<file path="config.mk">
export PLATFORM = sky130hd
export DESIGN_NAME = pt_walker
export DESIGN_NICKNAME = d
export VERILOG_FILES = /design/src/rtl/ptw_pkg.sv /design/src/rtl/ptw_addr_gen.sv /design/src/rtl/ptw_fsm.sv /design/src/rtl/ptw_rsp.sv /design/src/rtl/pt_walker.sv
export SDC_FILE = /design/constraint.sdc
export NUM_CORES = 1
export LEC_CHECK = 0
export BUFFER_PORTS_ARGS = -buffer_cell sky130_fd_sc_hd__buf_2
export CAP_MARGIN = 20
export CORE_ASPECT_RATIO = 1.2
export CORE_MARGIN = 3
export CORE_UTILIZATION = 53
export CTS_CLUSTER_SIZE = 10
export DETAILED_ROUTE_END_ITERATION = 8
export PLACE_DENSITY_LB_ADDON = 0.1
export SYNTH_ARGS = -nofsm -noshare
export SYNTH_HDL_FRONTEND = slang
export SYNTH_SLANG_ARGS = --single-unit
</file>
<file path="constraint.sdc">
create_clock -name clk -period 5.88 [get_ports clk]
set_input_delay 1.47 -clock clk [delete_from_list [all_inputs] [get_ports clk]]
set_output_delay 1.47 -clock clk [all_outputs]
set_load 0.1 [all_outputs]
</file>
<file path="src/rtl/ptw_pkg.sv">
package ptw_pkg;

  typedef enum logic [1:0] {
    FLT_NONE  = 2'd0,
    FLT_LEN   = 2'd1,
    FLT_OUTER = 2'd2,
    FLT_INNER = 2'd3
  } ptw_fault_e;

  typedef enum logic [2:0] {
    ST_IDLE  = 3'd0,
    ST_OREQ  = 3'd1,
    ST_OWAIT = 3'd2,
    ST_IREQ  = 3'd3,
    ST_IWAIT = 3'd4,
    ST_RESP  = 3'd5
  } ptw_state_e;

endpackage

</file>
<file path="src/rtl/ptw_addr_gen.sv">
module ptw_addr_gen #(
  parameter int OUT_W  = 12,
  parameter int IN_W   = 10,
  parameter int OFF_W  = 10,
  parameter int PA_W   = 32,
  parameter int ENT_SH = 2,
  parameter int VA_W   = OUT_W + IN_W + OFF_W,
  parameter int LEN_W  = OUT_W + 1
) (
  input  logic [VA_W-1:0]  chk_vaddr,
  input  logic [LEN_W-1:0] chk_len,
  output logic             len_ok,
  input  logic [VA_W-1:0]  walk_vaddr,
  input  logic [PA_W-1:0]  outer_base,
  input  logic [PA_W-1:0]  inner_base,
  input  logic             sel_inner,
  output logic [PA_W-1:0]  ent_addr,
  output logic [OFF_W-1:0] pg_off
);

  logic [OUT_W-1:0] chk_outer;
  logic [OUT_W-1:0] w_outer;
  logic [IN_W-1:0]  w_inner;
  logic [PA_W-1:0]  outer_step;
  logic [PA_W-1:0]  inner_step;
  logic [PA_W-1:0]  sel_base;
  logic [PA_W-1:0]  sel_step;

  // Range check works on the live request so a fault needs no read
  assign chk_outer = chk_vaddr[VA_W-1 -: OUT_W];
  assign len_ok    = {1'b0, chk_outer} < chk_len;

  // Index fields of the captured address
  assign w_outer = walk_vaddr[VA_W-1 -: OUT_W];
  assign w_inner = walk_vaddr[OFF_W +: IN_W];
  assign pg_off  = walk_vaddr[OFF_W-1:0];

  assign outer_step = PA_W'(w_outer) << ENT_SH;
  assign inner_step = PA_W'(w_inner) << ENT_SH;

  // One adder shared by both levels
  assign sel_base = sel_inner ? inner_base : outer_base;
  assign sel_step = sel_inner ? inner_step : outer_step;
  assign ent_addr = sel_base + sel_step;

endmodule

</file>
<file path="src/rtl/ptw_fsm.sv">
module ptw_fsm
  import ptw_pkg::*;
#(
  parameter int VA_W  = 32,
  parameter int PA_W  = 32,
  parameter int PTE_W = 32,
  parameter int OFF_W = 10,
  parameter int V_BIT = 0,
  parameter int FRM_W = PTE_W - OFF_W
) (
  input  logic             clk,
  input  logic             rst_n,
  input  logic             req_valid,
  input  logic [VA_W-1:0]  req_vaddr,
  input  logic [PA_W-1:0]  req_base,
  input  logic             len_ok,
  output logic             req_ready,
  output logic             mem_req,
  input  logic             mem_gnt,
  input  logic             mem_rvalid,
  input  logic [PTE_W-1:0] mem_rdata,
  output logic [VA_W-1:0]  walk_vaddr,
  output logic [PA_W-1:0]  outer_base,
  output logic [PA_W-1:0]  inner_base,
  output logic             sel_inner,
  output logic             done_set,
  output ptw_fault_e       done_code,
  output logic [FRM_W-1:0] done_frame
);

  ptw_state_e      state_q, state_d;
  logic            ld_req;
  logic            ld_itbl;
  logic [VA_W-1:0] vaddr_q;
  logic [PA_W-1:0] base_q;
  logic [PA_W-1:0] itbl_q;

  always_comb begin
    state_d    = state_q;
    mem_req    = 1'b0;
    sel_inner  = 1'b0;
    done_set   = 1'b0;
    done_code  = FLT_NONE;
    done_frame = '0;
    ld_req     = 1'b0;
    ld_itbl    = 1'b0;
    unique case (state_q)
      ST_IDLE: begin
        if (req_valid) begin
          ld_req = 1'b1;
          if (len_ok) begin
            state_d = ST_OREQ;
          end else begin
            state_d   = ST_RESP;
            done_set  = 1'b1;
            done_code = FLT_LEN;
          end
        end
      end
      ST_OREQ: begin
        mem_req = 1'b1;
        if (mem_gnt) state_d = ST_OWAIT;
      end
      ST_OWAIT: begin
        if (mem_rvalid) begin
          if (mem_rdata[V_BIT]) begin
            ld_itbl = 1'b1;
            state_d = ST_IREQ;
          end else begin
            state_d   = ST_RESP;
            done_set  = 1'b1;
            done_code = FLT_OUTER;
          end
        end
      end
      ST_IREQ: begin
        mem_req   = 1'b1;
        sel_inner = 1'b1;
        if (mem_gnt) state_d = ST_IWAIT;
      end
      ST_IWAIT: begin
        sel_inner = 1'b1;
        if (mem_rvalid) begin
          state_d  = ST_RESP;
          done_set = 1'b1;
          if (mem_rdata[V_BIT]) done_frame = mem_rdata[PTE_W-1:OFF_W];
          else                  done_code  = FLT_INNER;
        end
      end
      ST_RESP: state_d = ST_IDLE;
      default: state_d = ST_IDLE;
    endcase
  end

  always_ff @(posedge clk or negedge rst_n) begin
    if (!rst_n) state_q <= ST_IDLE;
    else        state_q <= state_d;
  end

  always_ff @(posedge clk or negedge rst_n) begin
    if (!rst_n) begin
      vaddr_q <= '0;
      base_q  <= '0;
    end else if (ld_req) begin
      vaddr_q <= req_vaddr;
      base_q  <= req_base;
    end
  end

  always_ff @(posedge clk or negedge rst_n) begin
    if (!rst_n)       itbl_q <= '0;
    else if (ld_itbl) itbl_q <= {mem_rdata[PTE_W-1:OFF_W], {OFF_W{1'b0}}};
  end

  assign req_ready  = (state_q == ST_IDLE);
  assign walk_vaddr = vaddr_q;
  assign outer_base = base_q;
  assign inner_base = itbl_q;

  AST_READY_QUIET: assert property (@(posedge clk) disable iff (!rst_n)
    req_ready |-> !mem_req);

endmodule

</file>
<file path="src/rtl/ptw_rsp.sv">
module ptw_rsp
  import ptw_pkg::*;
#(
  parameter int PA_W  = 32,
  parameter int OFF_W = 10,
  parameter int FRM_W = PA_W - OFF_W
) (
  input  logic             clk,
  input  logic             rst_n,
  input  logic             done_set,
  input  ptw_fault_e       done_code,
  input  logic [FRM_W-1:0] done_frame,
  input  logic [OFF_W-1:0] pg_off,
  output logic             rsp_valid,
  output logic             rsp_fault,
  output logic [1:0]       rsp_code,
  output logic [PA_W-1:0]  rsp_paddr
);

  logic            valid_q;
  ptw_fault_e      code_q;
  logic [PA_W-1:0] paddr_q, paddr_d;

  assign paddr_d = (done_code == FLT_NONE) ? {done_frame, pg_off} : '0;

  always_ff @(posedge clk or negedge rst_n) begin
    if (!rst_n) valid_q <= 1'b0;
    else        valid_q <= done_set;
  end

  always_ff @(posedge clk or negedge rst_n) begin
    if (!rst_n) begin
      code_q  <= FLT_NONE;
      paddr_q <= '0;
    end else if (done_set) begin
      code_q  <= done_code;
      paddr_q <= paddr_d;
    end
  end

  assign rsp_valid = valid_q;
  assign rsp_fault = (code_q != FLT_NONE);
  assign rsp_code  = code_q;
  assign rsp_paddr = paddr_q;

  AST_RSP_PULSE: assert property (@(posedge clk) disable iff (!rst_n)
    rsp_valid |=> !rsp_valid);

endmodule

</file>
<file path="src/rtl/pt_walker.sv">
module pt_walker
  import ptw_pkg::*;
#(
  parameter int OUT_W = 12,
  parameter int IN_W  = 10,
  parameter int OFF_W = 10,
  parameter int PTE_W = 32,
  parameter int V_BIT = 0
) (
  input  logic                                clk,
  input  logic                                rst_n,
  input  logic                                req_valid,
  output logic                                req_ready,
  input  logic [OUT_W+IN_W+OFF_W-1:0]         req_vaddr,
  input  logic [PTE_W-1:0]                    req_base,
  input  logic [OUT_W:0]                      req_len,
  output logic                                mem_req,
  output logic [PTE_W-1:0]                    mem_addr,
  input  logic                                mem_gnt,
  input  logic                                mem_rvalid,
  input  logic [PTE_W-1:0]                    mem_rdata,
  output logic                                rsp_valid,
  output logic                                rsp_fault,
  output logic [1:0]                          rsp_code,
  output logic [PTE_W-1:0]                    rsp_paddr
);

  localparam int VA_W   = OUT_W + IN_W + OFF_W;
  localparam int PA_W   = PTE_W;
  localparam int FRM_W  = PTE_W - OFF_W;
  localparam int ENT_SH = $clog2(PTE_W / 8);

  logic             len_ok;
  logic [VA_W-1:0]  walk_vaddr;
  logic [PA_W-1:0]  outer_base;
  logic [PA_W-1:0]  inner_base;
  logic             sel_inner;
  logic [OFF_W-1:0] pg_off;
  logic             done_set;
  ptw_fault_e       done_code;
  logic [FRM_W-1:0] done_frame;

  ptw_addr_gen #(
    .OUT_W(OUT_W), .IN_W(IN_W), .OFF_W(OFF_W), .PA_W(PA_W), .ENT_SH(ENT_SH)
  ) u_addr (
    .chk_vaddr  (req_vaddr),
    .chk_len    (req_len),
    .len_ok     (len_ok),
    .walk_vaddr (walk_vaddr),
    .outer_base (outer_base),
    .inner_base (inner_base),
    .sel_inner  (sel_inner),
    .ent_addr   (mem_addr),
    .pg_off     (pg_off)
  );

  ptw_fsm #(
    .VA_W(VA_W), .PA_W(PA_W), .PTE_W(PTE_W), .OFF_W(OFF_W), .V_BIT(V_BIT)
  ) u_fsm (
    .clk        (clk),
    .rst_n      (rst_n),
    .req_valid  (req_valid),
    .req_vaddr  (req_vaddr),
    .req_base   (req_base),
    .len_ok     (len_ok),
    .req_ready  (req_ready),
    .mem_req    (mem_req),
    .mem_gnt    (mem_gnt),
    .mem_rvalid (mem_rvalid),
    .mem_rdata  (mem_rdata),
    .walk_vaddr (walk_vaddr),
    .outer_base (outer_base),
    .inner_base (inner_base),
    .sel_inner  (sel_inner),
    .done_set   (done_set),
    .done_code  (done_code),
    .done_frame (done_frame)
  );

  ptw_rsp #(
    .PA_W(PA_W), .OFF_W(OFF_W)
  ) u_rsp (
    .clk        (clk),
    .rst_n      (rst_n),
    .done_set   (done_set),
    .done_code  (done_code),
    .done_frame (done_frame),
    .pg_off     (pg_off),
    .rsp_valid  (rsp_valid),
    .rsp_fault  (rsp_fault),
    .rsp_code   (rsp_code),
    .rsp_paddr  (rsp_paddr)
  );

  AST_REQ_HOLD: assert property (@(posedge clk) disable iff (!rst_n)
    (mem_req && !mem_gnt) |=> (mem_req && $stable(mem_addr)));

  AST_LEN_SHORTCUT: assert property (@(posedge clk) disable iff (!rst_n)
    (req_valid && req_ready && !len_ok) |=> (rsp_valid && rsp_code == 2'd1 && !mem_req));

  AST_RSP_BUSY: assert property (@(posedge clk) disable iff (!rst_n)
    rsp_valid |-> !req_ready);

  AST_MEM_NO_RSP: assert property (@(posedge clk) disable iff (!rst_n)
    mem_req |-> !rsp_valid);

endmodule

</file>
# [After elaboration in Yosys (flattened, before gate mapping)]
# Cells that the tools add are included.
[totals] reg_bits=124 input_bits=114 wordCells=58
[classes] add_sub_neg=1 magnitude_cmp=1 n_eq_ne=9 mux=34 n_reduce_logical=6
[ops] operator="$mux 22" count=3
[ops] operator="$mux 32" count=2
[ops] operator="$add 32x14->32" count=1
[ops] operator="$mux 3" count=7
[ops] operator="$pmux 3 s5" count=1
[ops] operator="$mux 14" count=1
[ops] operator="$lt 12x13->1" count=1
[ops] operator="$mux 1" count=13
[ops] operator="$mux 2" count=5
[ops] operator="$ne 2x2->1 const B" count=5
[ops] operator="$eq 3x2->1 const B" count=2
[ops] operator="$pmux 2 s3" count=1
[ops] operator="$reduce_and 5->1" count=1
[ops] operator="$reduce_or 2->1" count=2
[ops] operator="$eq 3x1->1 const B" count=1
[ops] operator="$eq 3x3->1 const B" count=1
[ops] operator="$logic_not 3->1" count=1
[ops] operator="$pmux 1 s3" count=1
[ops] operator="$logic_not 2->1" count=1
[ops] operator="$reduce_bool 2->1" count=1

# [Logic depth before layout (Yosys ltp)]
[depth] depth_word=6 depth_mapped=16 ltp_nobuf=12

# [Cells and area by module]
# A second synthesis with hierarchy kept.
[unflattened] cells_unflattened=652 hier_area_um2=7631.1
[by_module_without_submodules] module="ptw_fsm" instances=1 cells_each=253 area_each_um2=4010.1 seq_area_each_um2=2227.1
[by_module_without_submodules] module="ptw_addr_gen" instances=1 cells_each=253 area_each_um2=1996.9 seq_area_each_um2=0.0
[by_module_without_submodules] module="ptw_rsp" instances=1 cells_each=146 area_each_um2=1624.1 seq_area_each_um2=875.8

# [Worst setup path before layout]
# OpenSTA, ideal clock, no wires.
[synth_path] kind="register to output" start="reg u_fsm.state_q[1]" end="out mem_addr[18]" arrival_ps=4921 setup_slack_ps=-511 stages_incl_launch_ff=17 n_path_buf=5 path_cell_list="dfrtp_1 or3b_1 buf_2 nand2_1 buf_4 buf_2 buf_2 nand2_1 nand2_1 ha_1 a21o_1 a221oi_1 o21a_1 or2_1 buf_2 nor3_1 xnor2_1"
[synth_between] elab_chain_cells=5 word_cells_on_any_way=7 cone_classes="1 x add/sub; 2 x eq/ne; 3 x mux; 1 x reduce/logical"
[synth_lines] element="start: declaration" line="ptw_fsm.sv:31" source="ptw_state_e state_q, state_d;"
[synth_lines] element="start signal: assignment" line="ptw_fsm.sv:97" source="else state_q <= state_d;"
[synth_lines] element="$eq 3x2->1 or $eq 3x3->1 (tied branches)" line="ptw_fsm.sv:47" source="unique case (state_q)"
[synth_lines] element="$reduce_or 2->1 (no line) (*)"
[synth_lines] element="$mux 1 (*)" line="ptw_fsm.sv:47"
[synth_lines] element="$mux 32 or $mux 14 (tied branches)" line="ptw_addr_gen.sv:42, ptw_addr_gen.sv:43"
[synth_lines] element="$add 32x14->32 (*)" line="ptw_addr_gen.sv:44" source="assign ent_addr = sel_base + sel_step;"
[synth_lines] element="end: declaration" line="pt_walker.sv:18" source="output logic [PTE_W-1:0] mem_addr,"
# Mark *: on every way between the ends. The rest lies on a longest branch, timed or not.

# [Worst setup path in the final report]
[layout_path] start="reg u_fsm.state_q[0]" end="out mem_addr[21]"
# The elaborated chain is that of the path after synthesis.

==> impl_metrics.toml <==
[final_layout]
final_design_area_no_fill_um2 = 8890
fillCellCount = 906
nets = 912
flow.area_growth_from_synthesis_pct = 33.1
mostFrequentLayoutCells = "buf_2 (149), dfrtp_1 (123), mux2_2 (87)"
post-route-util_pct = 72.8
layout.cells.most_common = "buf_2"
share_of_layout_cells_above_drive_strength_1_pct = 44.1
ant_diodes = 0

[detailed_routing]
route.antenna.remaining_nets = 0
viasPerCell = 5.62
detail_route.wl_per_cell_um = 18.3
num_vias = 5332
drtIter0Drc = 268
wl_um = 17300
detailedRoute.firstPassIterationCount = 4
drc = 0

[synthesis]
synth_edf_count = 0
syn-num-nets = 732
avgSynthCellArea_um2 = 11.2
netlist_instances = 594
yosysSeqAreaShare_pct = 46.4
synth-seq-cells = 124
post_synth_arst_share_pct = 100
netlist_area_um2 = 6680
yosys.cell_types.count = 58
synth_top_flop_cell = "dfrtp_1"
synthesis.yosys.warnings = 0

[sta]
tightestPinTransition_ps = 719
period_share_pct = 96.6
max-slew-margin-rel_pct = 52.1
timing.setup.tns_ps = 0
min_tclk_post_route_ps = 5680
setup_viol = 0
report.final.slew_viol_count = 0
max_freq_mhz = 176
fin_ws_ps = 202
hold_violations = 0
finClkSkew_ps = 8.45

[floorplan]
core_um2 = 12200
std_cell_rows = 44
boundaryPins = 184
floorplan.initialDensity_pct = 54.7
die_width_um = 108
die_area_um2 = 14000
fp.dieH_um = 129

[setup_path]
cp-end-kind = "primary output"
critPathLaunchType = "flop"
critical_path_required_ps = 4410
crit_arrival_ps = 4210
path_max_fanout = 12
timing.setup.critical_path_class = "flop to primary output"

[global_route]
antenna_found_initial = 0
groute.usage.overall_pct = 25.7
pin_count_of_the_biggest_net_entering_global_routing = 58
wire_length_of_the_first_global_routing_pass_um = 28100
grt_pass1_vias = 5703
globalRoute.totalOverflow = 0

[clocking]
clkSlewWorstSetupHoldPaths_ps = 60
worst_skew_pair.late_latency_ps = 410
cts.htree.levels = 4
clk_path_buf_depth = 2
cts_tree = "yes"
cts_inserted_buffers = 17
clk_root_buffer_cell = "clkbuf_16"
cts.sink_count = 124

[placed_design]
gp_congestion = 0.857
dpl_cell_area_um2 = 8190
portBuffers = 174
dpl.hpwl_um = 12900
dp_slack_ps = 381

[worst_hold_path]
timing.hold.worst.class = "flop to flop"

[run_status]
status = "completed"

[flow_run]
number_of_max_cap_violations = 0
## per-stage QoR
stage,cells,hold WS [ps]
final,948,493
after global routing,948,515
after CTS,946,496
after detailed placement,914,482
after global placement,914,470
after floorplan,594,462
## worst max-delay path: stages, from the launching register on
cell	delay, ps
dfrtp_1	540
or3b_1	480
buf_4	200
buf_4	180
and3_1	170
ha_1	370
nand3_1	100
o211ai_1	300
a31oi_2	260
buf_4	230
a21o_1	220
nor3_1	350
xnor2_2	180
buf_12	200
## cell type report
class | instances | area, um2 | share of cell area [%]
timing repair buffer | 189 | 1360 | 15.3
clock buffer | 18 | 439 | 4.94
multi-input combinational | 427 | 3520 | 39.6
clock inverter | 14 | 216 | 2.43
sequential | 124 | 3100 | 34.9
inverter | 15 | 56.3 | 0.633
tap | 161 | 201 | 2.27
## sequential cells by signal, summed over array words and instances, names as in the netlist
signal	cells
u_fsm.outer_base	32
u_rsp.rsp_paddr	32
u_fsm.inner_base	22
u_fsm.walk_vaddr	32
u_rsp.rsp_code	2
u_rsp.rsp_valid	1
u_fsm.state_q	3
## synth_stat cells (all sizes together) (8+ instances only)
library cell,count,area (um2)
a21oi,23,115
ha,23,288
dfrtp,124,3100
buf,19,97.6
clkbuf,9,37.5
o21ai,8,40.0
nor4,9,68.8
and3,15,93.8
a22o,33,289
nor2,27,104
xnor2,28,245
mux2,87,980
mux2i,18,180
nand2,66,248
nand3,11,55.1
nor3,8,45.0
inv,15,56.3
a21o,9,67.6
## final timing paths
kind                                      from              endpoint  slack (ps)  depth (start not counted)
max                           u_fsm.state_q[0]          mem_addr[21]         200                         13
min reg2reg                u_fsm.walk_vaddr[6]    u_rsp.rsp_paddr[6]         490                          1
min                        u_fsm.walk_vaddr[6]    u_rsp.rsp_paddr[6]         490                          1
max in group asynchronous                rst_n  u_fsm.outer_base[18]        3890                          2
min in group asynchronous                rst_n   u_rsp.rsp_paddr[13]         960                          1
max reg2reg                   u_fsm.state_q[0]  u_fsm.outer_base[18]        3450                          4
## routing by layer
| layer | wire length [um] | vias up | global-route usage, % |
|---|---|---|---|
| li1 | - | 2504 | - |
| met1 | 6890 | 2641 | 30.7 |
| met2 | 8880 | 158 | 44.3 |
| met3 | 1100 | 29 | 6.77 |
| met4 | 435 | 0 | 10.1 |
| met5 | 0 | - | 0 |
## repair_timing
action	CTS	global route
setup buffers	0	1
endpoints found under the setup margin	4	17
pin swaps	0	1
gates resized for setup	2	4
hold buffers	0	0
## cells by family (layout without fill, tap and decap cells)
kind of cell	after synthesis	after routing	synth area share, %
buf+inv	43	236	2.87
compound gates	101	101	11.6
fa+ha+maj	24	24	4.61
xor+xnor	34	34	4.46
mux	105	105	17.4
simple gates	163	163	12.7
flops	124	124	46.4
Power is not shown: default switching activity piles up to over one toggle a cycle in this logic, so the estimate is an artifact.
